**config.mk**
```make
export PLATFORM = sky130hd
export DESIGN_NAME = dual_reload_timer
export DESIGN_NICKNAME = d
export VERILOG_FILES = /design/src/rtl/tmr_pkg.sv /design/src/rtl/tmr_channel.sv /design/src/rtl/tmr_upcount.sv /design/src/rtl/dual_reload_timer.sv
export SDC_FILE = /design/constraint.sdc
export NUM_CORES = 1
export LEC_CHECK = 0
export ABC_AREA = 1
export BUFFER_PORTS_ARGS = -buffer_cell sky130_fd_sc_hd__buf_2
export CAP_MARGIN = 0
export CELL_PAD_IN_SITES_DETAIL_PLACEMENT = 0
export CELL_PAD_IN_SITES_GLOBAL_PLACEMENT = 1
export CORE_ASPECT_RATIO = 1.1
export CORE_MARGIN = 1.5
export CORE_UTILIZATION = 43
export DETAILED_ROUTE_END_ITERATION = 16
export PLACE_DENSITY_LB_ADDON = 0.1
export RECOVER_POWER = 50
export SYNTH_ARGS = -nofsm -noshare
export SYNTH_HDL_FRONTEND = slang
export SYNTH_SLANG_ARGS = --single-unit
```
**constraint.sdc**
```tcl
create_clock -name clk -period 1.74 [get_ports clk]
set_clock_uncertainty 0.1 [all_clocks]
set_input_delay 0.261 -clock clk [delete_from_list [all_inputs] [get_ports clk]]
set_output_delay 0.261 -clock clk [all_outputs]
set_load 0.03 [all_outputs]
```
**src/rtl/tmr_pkg.sv**
```systemverilog
package tmr_pkg;
  // Word offsets inside one timer's four-word window
  localparam int OFS_LOAD  = 0;
  localparam int OFS_VALUE = 1;
  localparam int OFS_CTRL  = 2;
  localparam int OFS_CLEAR = 3;
  localparam int WIN_WORDS = 4;
  // Control register bit that selects periodic reload
  localparam int MODE_BIT  = 6;
  // First status bit used for timer overflow flags
  localparam int STAT_BASE = 4;
endpackage

```
**src/rtl/tmr_channel.sv**
```systemverilog
module tmr_channel
  import tmr_pkg::*;
#(
  parameter int CNT_W  = 16,
  parameter int CTRL_W = 8
) (
  input  logic              clk,
  input  logic              rst,
  input  logic              tick,
  input  logic              load_we,
  input  logic              ctrl_we,
  input  logic              clr_we,
  input  logic [CNT_W-1:0]  wdata_cnt,
  input  logic [CTRL_W-1:0] wdata_ctl,
  output logic [CNT_W-1:0]  value_q,
  output logic [CNT_W-1:0]  load_q,
  output logic [CTRL_W-1:0] ctrl_q,
  output logic              ovf_q
);
  logic at_zero;
  logic periodic;

  assign at_zero  = (value_q == '0);
  assign periodic = ctrl_q[MODE_BIT];

  always_ff @(posedge clk) begin
    if (rst) begin
      value_q <= '0;
      load_q  <= '0;
      ctrl_q  <= '0;
      ovf_q   <= 1'b0;
    end else begin
      if (load_we) load_q <= wdata_cnt;
      if (ctrl_we) ctrl_q <= wdata_ctl;
      if (tick) begin
        if (at_zero) value_q <= periodic ? load_q : {CNT_W{1'b1}};
        else         value_q <= value_q - CNT_W'(1);
      end
      // a new zero crossing wins over a simultaneous clear
      if (tick && at_zero) ovf_q <= 1'b1;
      else if (clr_we)     ovf_q <= 1'b0;
    end
  end

  a_r2_count_down: assert property (@(posedge clk) disable iff (rst)
    (tick && value_q != '0) |=> (value_q == $past(value_q) - CNT_W'(1)));
  a_r2_hold: assert property (@(posedge clk) disable iff (rst)
    !tick |=> $stable(value_q));
  a_r3_periodic_reload: assert property (@(posedge clk) disable iff (rst)
    (tick && value_q == '0 && ctrl_q[MODE_BIT]) |=> (value_q == $past(load_q)));
  a_r4_free_reload: assert property (@(posedge clk) disable iff (rst)
    (tick && value_q == '0 && !ctrl_q[MODE_BIT]) |=> (value_q == {CNT_W{1'b1}}));
  a_r5_flag_set: assert property (@(posedge clk) disable iff (rst)
    (tick && value_q == '0) |=> ovf_q);
  a_r6_flag_clear: assert property (@(posedge clk) disable iff (rst)
    (clr_we && !(tick && value_q == '0)) |=> !ovf_q);
  a_r5_flag_sticky: assert property (@(posedge clk) disable iff (rst)
    (ovf_q && !clr_we) |=> ovf_q);
endmodule

```
**src/rtl/tmr_upcount.sv**
```systemverilog
module tmr_upcount #(
  parameter int UP_W = 32
) (
  input  logic            clk,
  input  logic            rst,
  input  logic            tick,
  output logic [UP_W-1:0] count_q
);
  always_ff @(posedge clk) begin
    if (rst)       count_q <= '0;
    else if (tick) count_q <= count_q + UP_W'(1);
  end

  a_r9_step: assert property (@(posedge clk) disable iff (rst)
    tick |=> (count_q == $past(count_q) + UP_W'(1)));
  a_r9_hold: assert property (@(posedge clk) disable iff (rst)
    !tick |=> $stable(count_q));
endmodule

```
**src/rtl/dual_reload_timer.sv**
```systemverilog
module dual_reload_timer
  import tmr_pkg::*;
#(
  parameter int NUM_TMR = 2,
  parameter int CNT_W   = 16,
  parameter int CTRL_W  = 8,
  parameter int UP_W    = 32,
  parameter int DATA_W  = 32,
  parameter int ADDR_W  = $clog2(NUM_TMR * WIN_WORDS + 2)
) (
  input  logic               clk,
  input  logic               rst,
  input  logic               tick,
  input  logic               bus_en,
  input  logic               bus_we,
  input  logic [ADDR_W-1:0]  bus_addr,
  input  logic [DATA_W-1:0]  bus_wdata,
  output logic [DATA_W-1:0]  bus_rdata,
  output logic [NUM_TMR-1:0] irq
);
  localparam int ADDR_UP   = NUM_TMR * WIN_WORDS;
  localparam int ADDR_STAT = ADDR_UP + 1;

  logic              wr_req;
  logic              rd_req;
  logic [CNT_W-1:0]  ch_value [NUM_TMR];
  logic [CNT_W-1:0]  ch_load  [NUM_TMR];
  logic [CTRL_W-1:0] ch_ctrl  [NUM_TMR];
  logic [NUM_TMR-1:0] ch_ovf;
  logic [UP_W-1:0]   up_count;
  logic [DATA_W-1:0] rd_mux;
  logic              unused_wdata;

  assign wr_req       = bus_en && bus_we;
  assign rd_req       = bus_en && !bus_we;
  assign unused_wdata = ^bus_wdata;

  for (genvar i = 0; i < NUM_TMR; i++) begin : g_tmr
    localparam logic [ADDR_W-1:0] BASE = ADDR_W'(i * WIN_WORDS);
    tmr_channel #(.CNT_W(CNT_W), .CTRL_W(CTRL_W)) u_ch (
      .clk       (clk),
      .rst       (rst),
      .tick      (tick),
      .load_we   (wr_req && bus_addr == BASE + ADDR_W'(OFS_LOAD)),
      .ctrl_we   (wr_req && bus_addr == BASE + ADDR_W'(OFS_CTRL)),
      .clr_we    (wr_req && bus_addr == BASE + ADDR_W'(OFS_CLEAR)),
      .wdata_cnt (bus_wdata[CNT_W-1:0]),
      .wdata_ctl (bus_wdata[CTRL_W-1:0]),
      .value_q   (ch_value[i]),
      .load_q    (ch_load[i]),
      .ctrl_q    (ch_ctrl[i]),
      .ovf_q     (ch_ovf[i])
    );
    assign irq[i] = ch_ovf[i];
  end

  tmr_upcount #(.UP_W(UP_W)) u_up (
    .clk     (clk),
    .rst     (rst),
    .tick    (tick),
    .count_q (up_count)
  );

  always_comb begin
    rd_mux = '0;
    for (int i = 0; i < NUM_TMR; i++) begin
      if (bus_addr == ADDR_W'(i * WIN_WORDS + OFS_LOAD))  rd_mux = DATA_W'(ch_load[i]);
      if (bus_addr == ADDR_W'(i * WIN_WORDS + OFS_VALUE)) rd_mux = DATA_W'(ch_value[i]);
      if (bus_addr == ADDR_W'(i * WIN_WORDS + OFS_CTRL))  rd_mux = DATA_W'(ch_ctrl[i]);
    end
    if (bus_addr == ADDR_W'(ADDR_UP)) rd_mux = DATA_W'(up_count);
    if (bus_addr == ADDR_W'(ADDR_STAT)) begin
      for (int i = 0; i < NUM_TMR; i++) rd_mux[STAT_BASE + i] = ch_ovf[i];
    end
  end

  always_ff @(posedge clk) begin
    if (rst)         bus_rdata <= '0;
    else if (rd_req) bus_rdata <= rd_mux;
  end

  a_r10_rdata_hold: assert property (@(posedge clk) disable iff (rst)
    !rd_req |=> $stable(bus_rdata));
  a_r10_clear_reads_zero: assert property (@(posedge clk) disable iff (rst)
    (rd_req && bus_addr == ADDR_W'(OFS_CLEAR)) |=> (bus_rdata == '0));
  a_r5_irq_tracks_status: assert property (@(posedge clk) disable iff (rst)
    (rd_req && bus_addr == ADDR_W'(ADDR_STAT)) |=>
      (bus_rdata[STAT_BASE +: NUM_TMR] == $past(irq)));
endmodule

```
Word-level counts from Yosys, hierarchy flattened
Cells that the tools add are included.
Word-level totals
  logic and storage cells: 54
  output and inout bits: 34
  bits of input ports: 41
  register bits after elaboration: 146
Operators by class
  eq/ne operators: 9
  reduce and logical (&&, ||, !) cells: 16
  $add $sub $neg: 3
  mux-type cells: 16
Operator list (count)
  two-way mux 32 bit: 6
  two-way mux 16 bit: 5
  adder 32 x 1 -> 32 bit, second input constant: 1
  zero test 16 bit: 2
  subtractor 16 x 1 -> 16 bit, second input constant: 2
  == test 4 x 3 -> 1 bit, second input constant: 4
  logical AND 1 bit: 10
  == test 4 x 2 -> 1 bit, second input constant: 2
  == test 4 bit, second input constant: 2
  == test 4 x 1 -> 1 bit, second input constant: 1
  zero test 4 bit: 1
  two-way mux 1 bit: 4
  nonzero test 2 bit: 2
  two-way mux 2 bit: 1
  zero test 1 bit: 1

Logic depth before layout (Yosys ltp)
Gate-level depths: netlist (run 1).
  word-level depth: 9
  depth in mapped cells: 10
  depth with buffers taken out: 10

By module
A second synthesis (run 1) with hierarchy kept.
Unflattened totals
  cells, all modules: 1265
  area total of the unflattened synthesis: 8191.6 sq um
By module, submodules not included
  tmr_channel: area each 2188.3 sq um, cells an instance 325, sequential area each 820.8 sq um, times used 2
  dual_reload_timer: area each 2021.9 sq um, cells an instance 352, sequential area each 640.6 sq um, times used 1
  tmr_upcount: area each 1793.0 sq um, cells an instance 263, sequential area each 640.6 sq um, times used 1

Worst setup path after synthesis (run 1)
Ideal clock, no wire load.
  path kind: reg2reg
  start: reg g_tmr[1].u_ch.value_q[0]
  end: reg g_tmr[1].u_ch.value_q[1]
  clock period less this slack: 1.541 ns
  required time: 1.508 ns
  buffers on the path: 0
  path slack: 0.199 ns
  stages on the path, launching flop included: 10
  arrival: 1.308 ns
  library setup time: 0.132 ns
  cells stage by stage: dfxtp_1 > inv_1 > ha_1 > inv_1 > nor3_1 > nand3_4 > clkinv_2 > nand3_1 > nand3_1 > a21oi_1
Between the ends
  cells in the longest elaborated chain, start to end: 2
  elaborated cells on any way between the ends: 3
  classes of those cells: 1 x add/sub; 1 x mux; 1 x reduce/logical
Ends and longest elaborated chain
  from (decl): RTL line tmr_channel.sv:15  | output logic [CNT_W-1:0] value_q,
  from (signal assigned): RTL line tmr_channel.sv:36  | if (at_zero) value_q <= periodic ? load_q : {CNT_W{1'b1}};
  from (signal assigned): RTL line tmr_channel.sv:37  | else value_q <= value_q - CNT_W'(1);
  subtractor 16 x 1 -> 16 bit or zero test 16 bit (tied branches): RTL line tmr_channel.sv:37, tmr_channel.sv:23
  two-way mux 16 bit (*): RTL line tmr_channel.sv:36
Every way passes the cells marked *; elsewhere a longest branch is shown, timed or not.
A chain may end at the register's enable or synchronous reset.

Worst setup path in the final report (run 1)
  start: reg g_tmr[1].u_ch.value_q[1]
  end: reg g_tmr[1].u_ch.value_q[13]
The elaborated chain is that of the path after synthesis.

==> results.txt, run 1 <==
I/O pin count: 75
Finished Core Util: 0.5288
sequential share of the synthesized area: 0.3733
P per Cell Area: 1016 mW/mm^2
max incr delay on CP: 310 ps
clock share of power: 0.381
asr flop ratio synth: 0
# H-tree levels: 4
largest net degree at the start of global routing: 54
clk_lat worst skew: 430 ps
internal power: 0.006363 W
total die area: 0.01903 mm^2
ys flop type: dfxtp_1
crit-path most repeated cell: nor2_1
status: finished, final reports clean
Worst-path clk slew: 70 ps
vias in the first global route: 6,937
Gate power share: 0.233
total power: 0.009530 W
final hold vios: 0
DRT iter0 DRCs: 523
multiplexer area fraction after synthesis: 0
number of warnings issued by yosys: 0
Final ANT Viol Nets: 0
Switch Pwr: 0.003167 W
Routed WL: 23.71 mm
Routed WL per cell: 15.81 um
relative slew slack: 0.6582
Nets: 1,295
Hold Buf Count CTS: 0
commonest non-fill, non-tap cells in the layout: nand2_1, dfxtp_1, nor2_1
synthesized flop and latch total: 146
# port buffers: 58
drt pass-1 iters: 6
DP HPWL: 17.07 mm
gr ovfl total: 0
Worst Max-Slew Pin Slew: 512.2 ps
routed via count: 7,755
CTS sink count: 146
CTS Buf Count: 17
WP buf/inv: 3
first-pass GRT wire length: 37.16 mm
Crit Path Class: reg -> reg
CP max FO: 3
die height: 144.5 um
Tmin final: 1664 ps
CTS tree: yes
commonest non-fill, non-tap cell in the layout: nand2_1
post-synthesis xor/xnor area fraction: 0.02125
MaxCap Viol Count: 0
fin crit share: 0.9563
Layout area overhead: 19.81%
P_leak: 3.941 nW
Rows: 51
die width: 131.7 um
main combinational cell family by area after synthesis: simple AND/OR/NAND/NOR gates
Initial Utilization: 0.4414
slowest cell on the critical path: dfxtp_1
Hold Path Class: in -> reg
Worst Path Arrival: 1890 ps
final setup violation count: 0
Fillers: 1,896
Yosys cell types: 44
Post-synth EDFFs: 0
RSZ-0062 raised after global routing: true
Antenna Cells: 0
post-synthesis average cell area: 6.738 um^2
Worst VDD drop: 0.0007063 V
layout cells sized above 1: 0.2021
CP required: 1960 ps
Fmax: 601.0 MHz
detailed-route DRC error count: 0
RePlAce Congestion: 0.9103
Synth Area in Compound Gates: 0.1627
area share of and/or/nand/nor cells after synthesis: 0.3402
Mapped Cells: 1,162
Clock Path Buffers: 2
startpoint types: flip-flop
Core Footprint: 0.01774 mm^2
Crit. End Element: flip-flop
CP Cell Sequence: inv_1, ha_1, inv_2, nor2_1, nand4_2, buf_4, o21ai_0, nor2_1
Netlist Area Pre-Place: 0.007830 mm^2
Syn Nets: 1,208
GRT Total Usage: 0.2493
CP delay by family, top: simple AND/OR/NAND/NOR gates
mean number of vias per cell: 5.170
sequential share of power: 0.386
sw frac: 0.3323
Post-Synth Adder-Cell Area: 0.007990
CTS root buf: clkbuf_16
initial antenna violation count: 0
final slew viol count: 0
## cells in the mapped netlist (2+ instances only)
master,count,share of area
nand2_1,257,0.12
dfxtp_1,146,0.37
nor2_1,137,0.066
a21oi_1,114,0.073
inv_1,110,0.053
nand3_1,83,0.053
o21ai_0,82,0.052
nand4_1,31,0.025
clkbuf_1,24,0.012
o21ai_1,16,0.010
xor2_1,16,0.018
buf_2,14,0.0089
nor2_2,14,0.011
nor2_4,14,0.020
inv_2,12,0.0058
nand2_2,11,0.0088
nand3_2,8,0.010
nor3_1,8,0.0051
buf_4,6,0.0058
o22ai_1,6,0.0048
a21oi_2,5,0.0056
a31oi_1,5,0.0040
buf_6,5,0.0072
ha_1,5,0.0080
o211ai_1,4,0.0038
o21a_1,4,0.0038
nor3b_1,3,0.0029
xnor2_1,3,0.0034
inv_4,2,0.0016
nand2_4,2,0.0029
o31ai_1,2,0.0019
## cell type report
cell class              count  area [um^2]  area share
clock inverters            13        127.6     0.01360
multi-input cells         842         4300      0.4584
inverters                 125        489.2     0.05215
flip-flops and latches    146         2937      0.3130
well taps                 238        297.8     0.03174
clock buffers              19        442.9     0.04721
repair buffers            117        787.0     0.08389
## power by group through the flow
stage / clock network, W / logic, W / registers, W
3_5_place_dp: 0 / 0.00206 / 0.00374
4_1_cts: 0.00369 / 0.00208 / 0.00367
3_3_place_gp: 0 / 0.00205 / 0.00374
6_report: 0.00363 / 0.00222 / 0.00368
2_1_floorplan: 0 / 0.00136 / 0.00380
5_1_grt: 0.00382 / 0.00247 / 0.00371
## cells by family (layout without fill, tap and decap cells)
kind of cell / Yosys count / after routing
compound gates: 241 / 241
xor+xnor: 19 / 19
fa+ha+maj: 5 / 5
buf+inv: 175 / 274
flops: 146 / 146
simple gates: 576 / 577
## registers in the layout, indices dropped and copies added, names as in the netlist
register	flops
bus_rdata	32
g_tmr.u_ch.load_q	32
g_tmr.u_ch.value_q	32
u_up.count_q	32
g_tmr.u_ch.ctrl_q	16
g_tmr.u_ch.ovf_q	2
## per-layer routing
layer	global-route usage	routed length (um)
met2	0.3886	10350
met3	0.03821	1032
met4	0.09064	554
met1	0.3494	11780
met5	0	0
## worst paths after layout
kind	start	end	slack, ps	cells after the start
hold reg to reg	g_tmr[0].u_ch.ctrl_q[3]$_SDFFE_PP0P_	g_tmr[0].u_ch.ctrl_q[3]$_SDFFE_PP0P_	360	2
setup reg to reg	g_tmr[1].u_ch.value_q[1]$_SDFFE_PP0P_	g_tmr[1].u_ch.value_q[13]$_SDFFE_PP0P_	80	8
hold / removal	bus_wdata[12]	g_tmr[0].u_ch.load_q[12]$_SDFFE_PP0P_	10	3
setup / recovery	g_tmr[1].u_ch.value_q[1]$_SDFFE_PP0P_	g_tmr[1].u_ch.value_q[13]$_SDFFE_PP0P_	80	8
## worst min-delay path: cells and delay by family
kind	cells	cell delay [ps]
AOI/OAI and AO/OA	2	160
buffers and inverters	1	90
## per-stage QoR
stage	hold WS, ps	cell area, um^2	setup TNS, ps	worst slack, ps	std cells
6_report	12.93	9382	0	76.10	1500
5_1_grt	8.115	9382	-57.60	-17.46	1500
3_3_place_gp	341.2	8608	-457.8	-77.84	1461
2_1_floorplan	295.9	7830	0	199.2	1162
3_5_place_dp	347.3	8608	-923.5	-108.4	1461
4_1_cts	1.091	9184	0	19.24	1493
## repair_timing
action | in CTS | in global routing
buffers inserted | 0 | 6
endpoints found under the hold margin | 0 | 0
pin swaps | 0 | 16
setup endpoints to repair | 9 | 34
resized for setup | 2 | 47
cloned | 0 | 1
Power figures use the tool's default switching activity.
==> inputs of run 2 (changes only) <==
- GPL_TIMING_DRIVEN: unset -> 0
==> run 2 against run 1 <==
  * Via count increased by 1.9%
  * Hold slack lost 1.7 ps
  * Largest power group is now clock
  * Global-route usage rose by 3.0 points
  * First-iteration DRC count is 31% higher
==> results.txt, run 2 (synthesis gave the netlist of run 1 again) <==
Finished Cell Area: 0.009310 mm^2
Fmax: 600.1 MHz
Sum Neg Setup Slack: 0 ps
Routed WL per cell: 17.47 um
total power: 0.01006 W
P_leak: 3.770 nW
final setup violation count: 0
layout cells sized above 1: 0.1560
commonest non-fill, non-tap cells in the layout: nand2_1, dfxtp_1, nor2_1
CTS sink count: 146
CTS Buf Count: 17
sequential share of power: 0.371
sw frac: 0.3147
drt pass-1 iters: 5
vias in the first global route: 7,096
# H-tree levels: 4
status: finished, final reports clean
Hold Path Class: in -> reg
Rows: 51
Gate power share: 0.211
wl on met1: 12.31 mm
Antenna Cells: 0
GRT Total Usage: 0.2792
final slew viol count: 0
uppermost routed layer: met4
Layout area overhead: 18.90%
clock share of power: 0.418
routed length on met2: 11.78 mm
Final ANT Viol Nets: 0
I/O pin count: 75
CP max FO: 5
Worst-path clk slew: 70 ps
startpoint types: flip-flop
relative slew slack: 0.4682
Worst Path Arrival: 1860 ps
P per Cell Area: 1080 mW/mm^2
final hold vios: 0
# port buffers: 57
Core Footprint: 0.01774 mm^2
Worst Max-Slew Pin Slew: 797.7 ps
detailed-route DRC error count: 0
CTS tree: yes
largest net degree at the start of global routing: 17
internal power: 0.006893 W
initial antenna violation count: 0
commonest non-fill, non-tap cell in the layout: nand2_1
routed via count: 7,903
Crit. End Element: flip-flop
met3 routed WL: 1.702 mm
fin cells: 1,501
CTS root buf: clkbuf_16
Switch Pwr: 0.003166 W
DRT iter0 DRCs: 683
die width: 131.7 um
mean number of vias per cell: 5.265
RePlAce Congestion: 0.9554
Placed Instance Area: 0.008413 mm^2
Nets: 1,296
CP required: 1930 ps
die height: 144.5 um
Crit Path Class: reg -> reg
Routed WL: 26.22 mm
Worst VDD drop: 0.0006918 V
Tmin final: 1666 ps
MaxCap Viol Count: 0
dpl cells: 1,457
fin crit share: 0.9577
clk_lat worst skew: 430 ps
DP HPWL: 19.71 mm
first-pass GRT wire length: 40.37 mm
Hold Buf Count CTS: 0
total die area: 0.01903 mm^2
Clock Path Buffers: 2
Initial Utilization: 0.4414
gr ovfl total: 0
[run 2: per-layer routing]
layer,track usage,vias to the layer above
li1,-,3977
met1,0.3828,3633
met2,0.4546,258
met3,0.04907,35
met4,0.07427,0
met5,0,-
[run 2: critical path, cell delays in order, from the launching register on]
cell	delay, ps
dfxtp_2	370
ha_4	150
nand3_2	120
nor2_4	190
nand3_4	120
nor3_4	260
xnor2_1	160
nor2_1	50
[run 2: timing repair]
item / CTS / global route
gates resized for setup: 15 / 40
gates cloned: 0 / 2
setup buffers: 1 / 9
endpoints found under the hold margin: 0 / 0
pin swaps: 3 / 12
setup endpoints to repair: 19 / 45
[run 2: cell type report]
class                   instances  area [um^2]
repair buffers                 68        359.1
flip-flops and latches        146         2938
clock buffers                  21        460.4
multi-input cells             842         4309
well taps                     238        297.8
fillers                      1863         8429
clock inverters                11        197.7
plain buffers                  50        267.8
inverters                     125        480.5
[run 2: metrics by stage]
stage               utilization  hold slack (ps)  setup slack (ps)
floorplan                     -            295.9             199.2
global placement         0.4743            341.0            -280.8
detailed placement       0.4743            348.8            -342.1
CTS                      0.5157            11.36             7.511
global route             0.5248            7.179            -7.325
finish                   0.5248            11.27             73.56
[run 2: final timing paths]
| path | endpoint | slack [ps] | startpoint | cells after the start |
|---|---|---|---|---|
| setup / recovery | u_up.count_q[20]$_SDFFE_PP0P_ | 70 | u_up.count_q[1]$_SDFFE_PP0P_ | 7 |
| setup reg to reg | u_up.count_q[20]$_SDFFE_PP0P_ | 70 | u_up.count_q[1]$_SDFFE_PP0P_ | 7 |
| hold / removal | g_tmr[1].u_ch.load_q[10]$_SDFFE_PP0P_ | 10 | bus_wdata[10] | 3 |
| hold reg to reg | g_tmr[1].u_ch.ctrl_q[7]$_SDFFE_PP0P_ | 360 | g_tmr[1].u_ch.ctrl_q[7]$_SDFFE_PP0P_ | 2 |
[run 2: power groups by stage]
stage | registers, W | logic, W | clock network, W
5_1_grt | 0.00375 | 0.00235 | 0.00438
4_1_cts | 0.00372 | 0.00195 | 0.00423
3_5_place_dp | 0.00379 | 0.00191 | 0
6_report | 0.00373 | 0.00212 | 0.00421
2_1_floorplan | 0.00380 | 0.00136 | 0
3_3_place_gp | 0.00379 | 0.00190 | 0
==> inputs of run 3 (changes only) <==
--- a/constraint.sdc
+++ b/constraint.sdc
@@ -3,3 +3,3 @@
 set_input_delay 0.261 -clock clk [delete_from_list [all_inputs] [get_ports clk]]
 set_output_delay 0.261 -clock clk [all_outputs]
-set_load 0.03 [all_outputs]
+set_load 0.005 [all_outputs]
==> run 3 against run 2 <==
  * Global-route usage unchanged
  * Non-clock buffer count unchanged
  * Critical path depth unchanged
  * Maximum frequency barely moved
  * Worst setup slack about the same
  * Cell area increased by 0.12%
  * Via count barely moved
  * Routed wire length hardly changed
  * Sequential share of layout area about the same
  * Largest power group unchanged
  * Clock power hardly changed
  * Critical endpoint unchanged
==> results.txt, run 3 (synthesis gave the netlist of run 1 again) <==
initial antenna violation count: 0
fin crit share: 0.9575
CTS sink count: 146
Worst-path clk slew: 70 ps
final hold vios: 0
final setup violation count: 0
Initial Utilization: 0.4414
# port buffers: 57
relative slew slack: 0.4667
DRT iter0 DRCs: 684
Hold Buf Count CTS: 0
Hold Path Class: in -> reg
Crit. End Element: flip-flop
mean number of vias per cell: 5.266
Tmin final: 1666 ps
total power: 0.009980 W
routed via count: 7,904
Routed WL: 26.20 mm
detailed-route DRC error count: 0
Worst VDD drop: 0.0006865 V
Switch Pwr: 0.003085 W
Nets: 1,296
CP required: 1930 ps
CP max FO: 5
clock share of power: 0.421
Worst Path Arrival: 1850 ps
Routed WL per cell: 17.46 um
Finished Core Util: 0.5255
commonest non-fill, non-tap cells in the layout: nand2_1, dfxtp_1, nor2_1
total die area: 0.01903 mm^2
CTS tree: yes
Fmax: 600.2 MHz
layout cells sized above 1: 0.1631
vias in the first global route: 7,096
status: finished, final reports clean
internal power: 0.006896 W
sequential share of power: 0.374
dpl cells: 1,457
MaxCap Viol Count: 0
Final ANT Viol Nets: 0
Fillers: 1,856
Multi-input gate area: 0.004309 mm^2
drt pass-1 iters: 5
startpoint types: flip-flop
GRT Total Usage: 0.2792
P per Cell Area: 1071 mW/mm^2
Layout area overhead: 19.05%
final setup margin: 73.95 ps
first-pass GRT wire length: 40.37 mm
Clock Path Buffers: 2
die height: 144.5 um
RePlAce Congestion: 0.9554
Rows: 51
sw frac: 0.3091
die width: 131.7 um
CTS root buf: clkbuf_16
Register Area: 0.002938 mm^2
largest net degree at the start of global routing: 17
fin cells: 1,501
Antenna Cells: 0
I/O pin count: 75
clk_lat worst skew: 430 ps
Core Footprint: 0.01774 mm^2
Worst Max-Slew Pin Slew: 799.9 ps
Gate power share: 0.205
P_leak: 3.807 nW
commonest non-fill, non-tap cell in the layout: nand2_1
# H-tree levels: 4
DP HPWL: 19.71 mm
setup slack at placement: -342.1 ps
Crit Path Class: reg -> reg
CTS Buf Count: 17
final slew viol count: 0
gr ovfl total: 0
run 3: path summary, 6_finish.rpt:
| check | start | to | slack (ps) | cells past startpoint |
|---|---|---|---|---|
| worst min register to register | g_tmr[1].u_ch.ctrl_q[7]$_SDFFE_PP0P_ | g_tmr[1].u_ch.ctrl_q[7]$_SDFFE_PP0P_ | 360 | 2 |
| worst min-delay path | bus_wdata[10] | g_tmr[1].u_ch.load_q[10]$_SDFFE_PP0P_ | 10 | 3 |
| worst max-delay path | u_up.count_q[1]$_SDFFE_PP0P_ | u_up.count_q[20]$_SDFFE_PP0P_ | 70 | 7 |
| worst max register to register | u_up.count_q[1]$_SDFFE_PP0P_ | u_up.count_q[20]$_SDFFE_PP0P_ | 70 | 7 |
run 3: metal layers:
metal  share of wire  global-route usage  vias to the layer above
met2            0.45              0.4546                      253
li1                -                   -                     3980
met1            0.47              0.3828                     3642
met3           0.064             0.04907                       29
met4           0.015             0.07427                        0
met5               0                   0                        -
run 3: area by class of cell:
type                    count  share of cell area
multi-input cells         842              0.4623
flip-flops and latches    146              0.3152
inverters                 125             0.05154
clock buffers              21             0.04940
repair buffers             68             0.03973
well taps                 238             0.03195
plain buffers              50             0.02872
clock inverters            11             0.02121
run 3: worst max-delay path, stage by stage (launching register included):
cell     delay [ps]
dfxtp_2         370
ha_4            150
nand3_2         120
nor2_4          190
nand3_4         120
nor3_4          260
xnor2_1         160
nor2_1           50
run 3: metrics by stage:
stage	TNS (ps)	area (um^2)	hold WS, ps
3_5_place_dp	-8377	8413	348.8
3_3_place_gp	-7543	8413	341.0
2_1_floorplan	0	7830	295.9
5_1_grt	-8.638	9321	7.179
6_report	0	9321	12.87
4_1_cts	0	9148	11.36
run 3: power groups by stage:
stage / Clock (W) / Sequential (W) / Combinational (W)
after floorplan: 0 / 0.00373 / 0.00135
after global placement: 0 / 0.00379 / 0.00182
after detailed placement: 0 / 0.00379 / 0.00183
after CTS: 0.00423 / 0.00372 / 0.00188
after global routing: 0.00438 / 0.00375 / 0.00228
final: 0.00420 / 0.00373 / 0.00205
run 3: what timing repair did:
item | CTS | global route
hold endpoints to repair | 0 | 0
setup buffers | 1 | 9
gates cloned | 0 | 2
pin swaps | 3 | 12
resized for setup | 15 | 40
setup endpoints to repair | 19 | 45
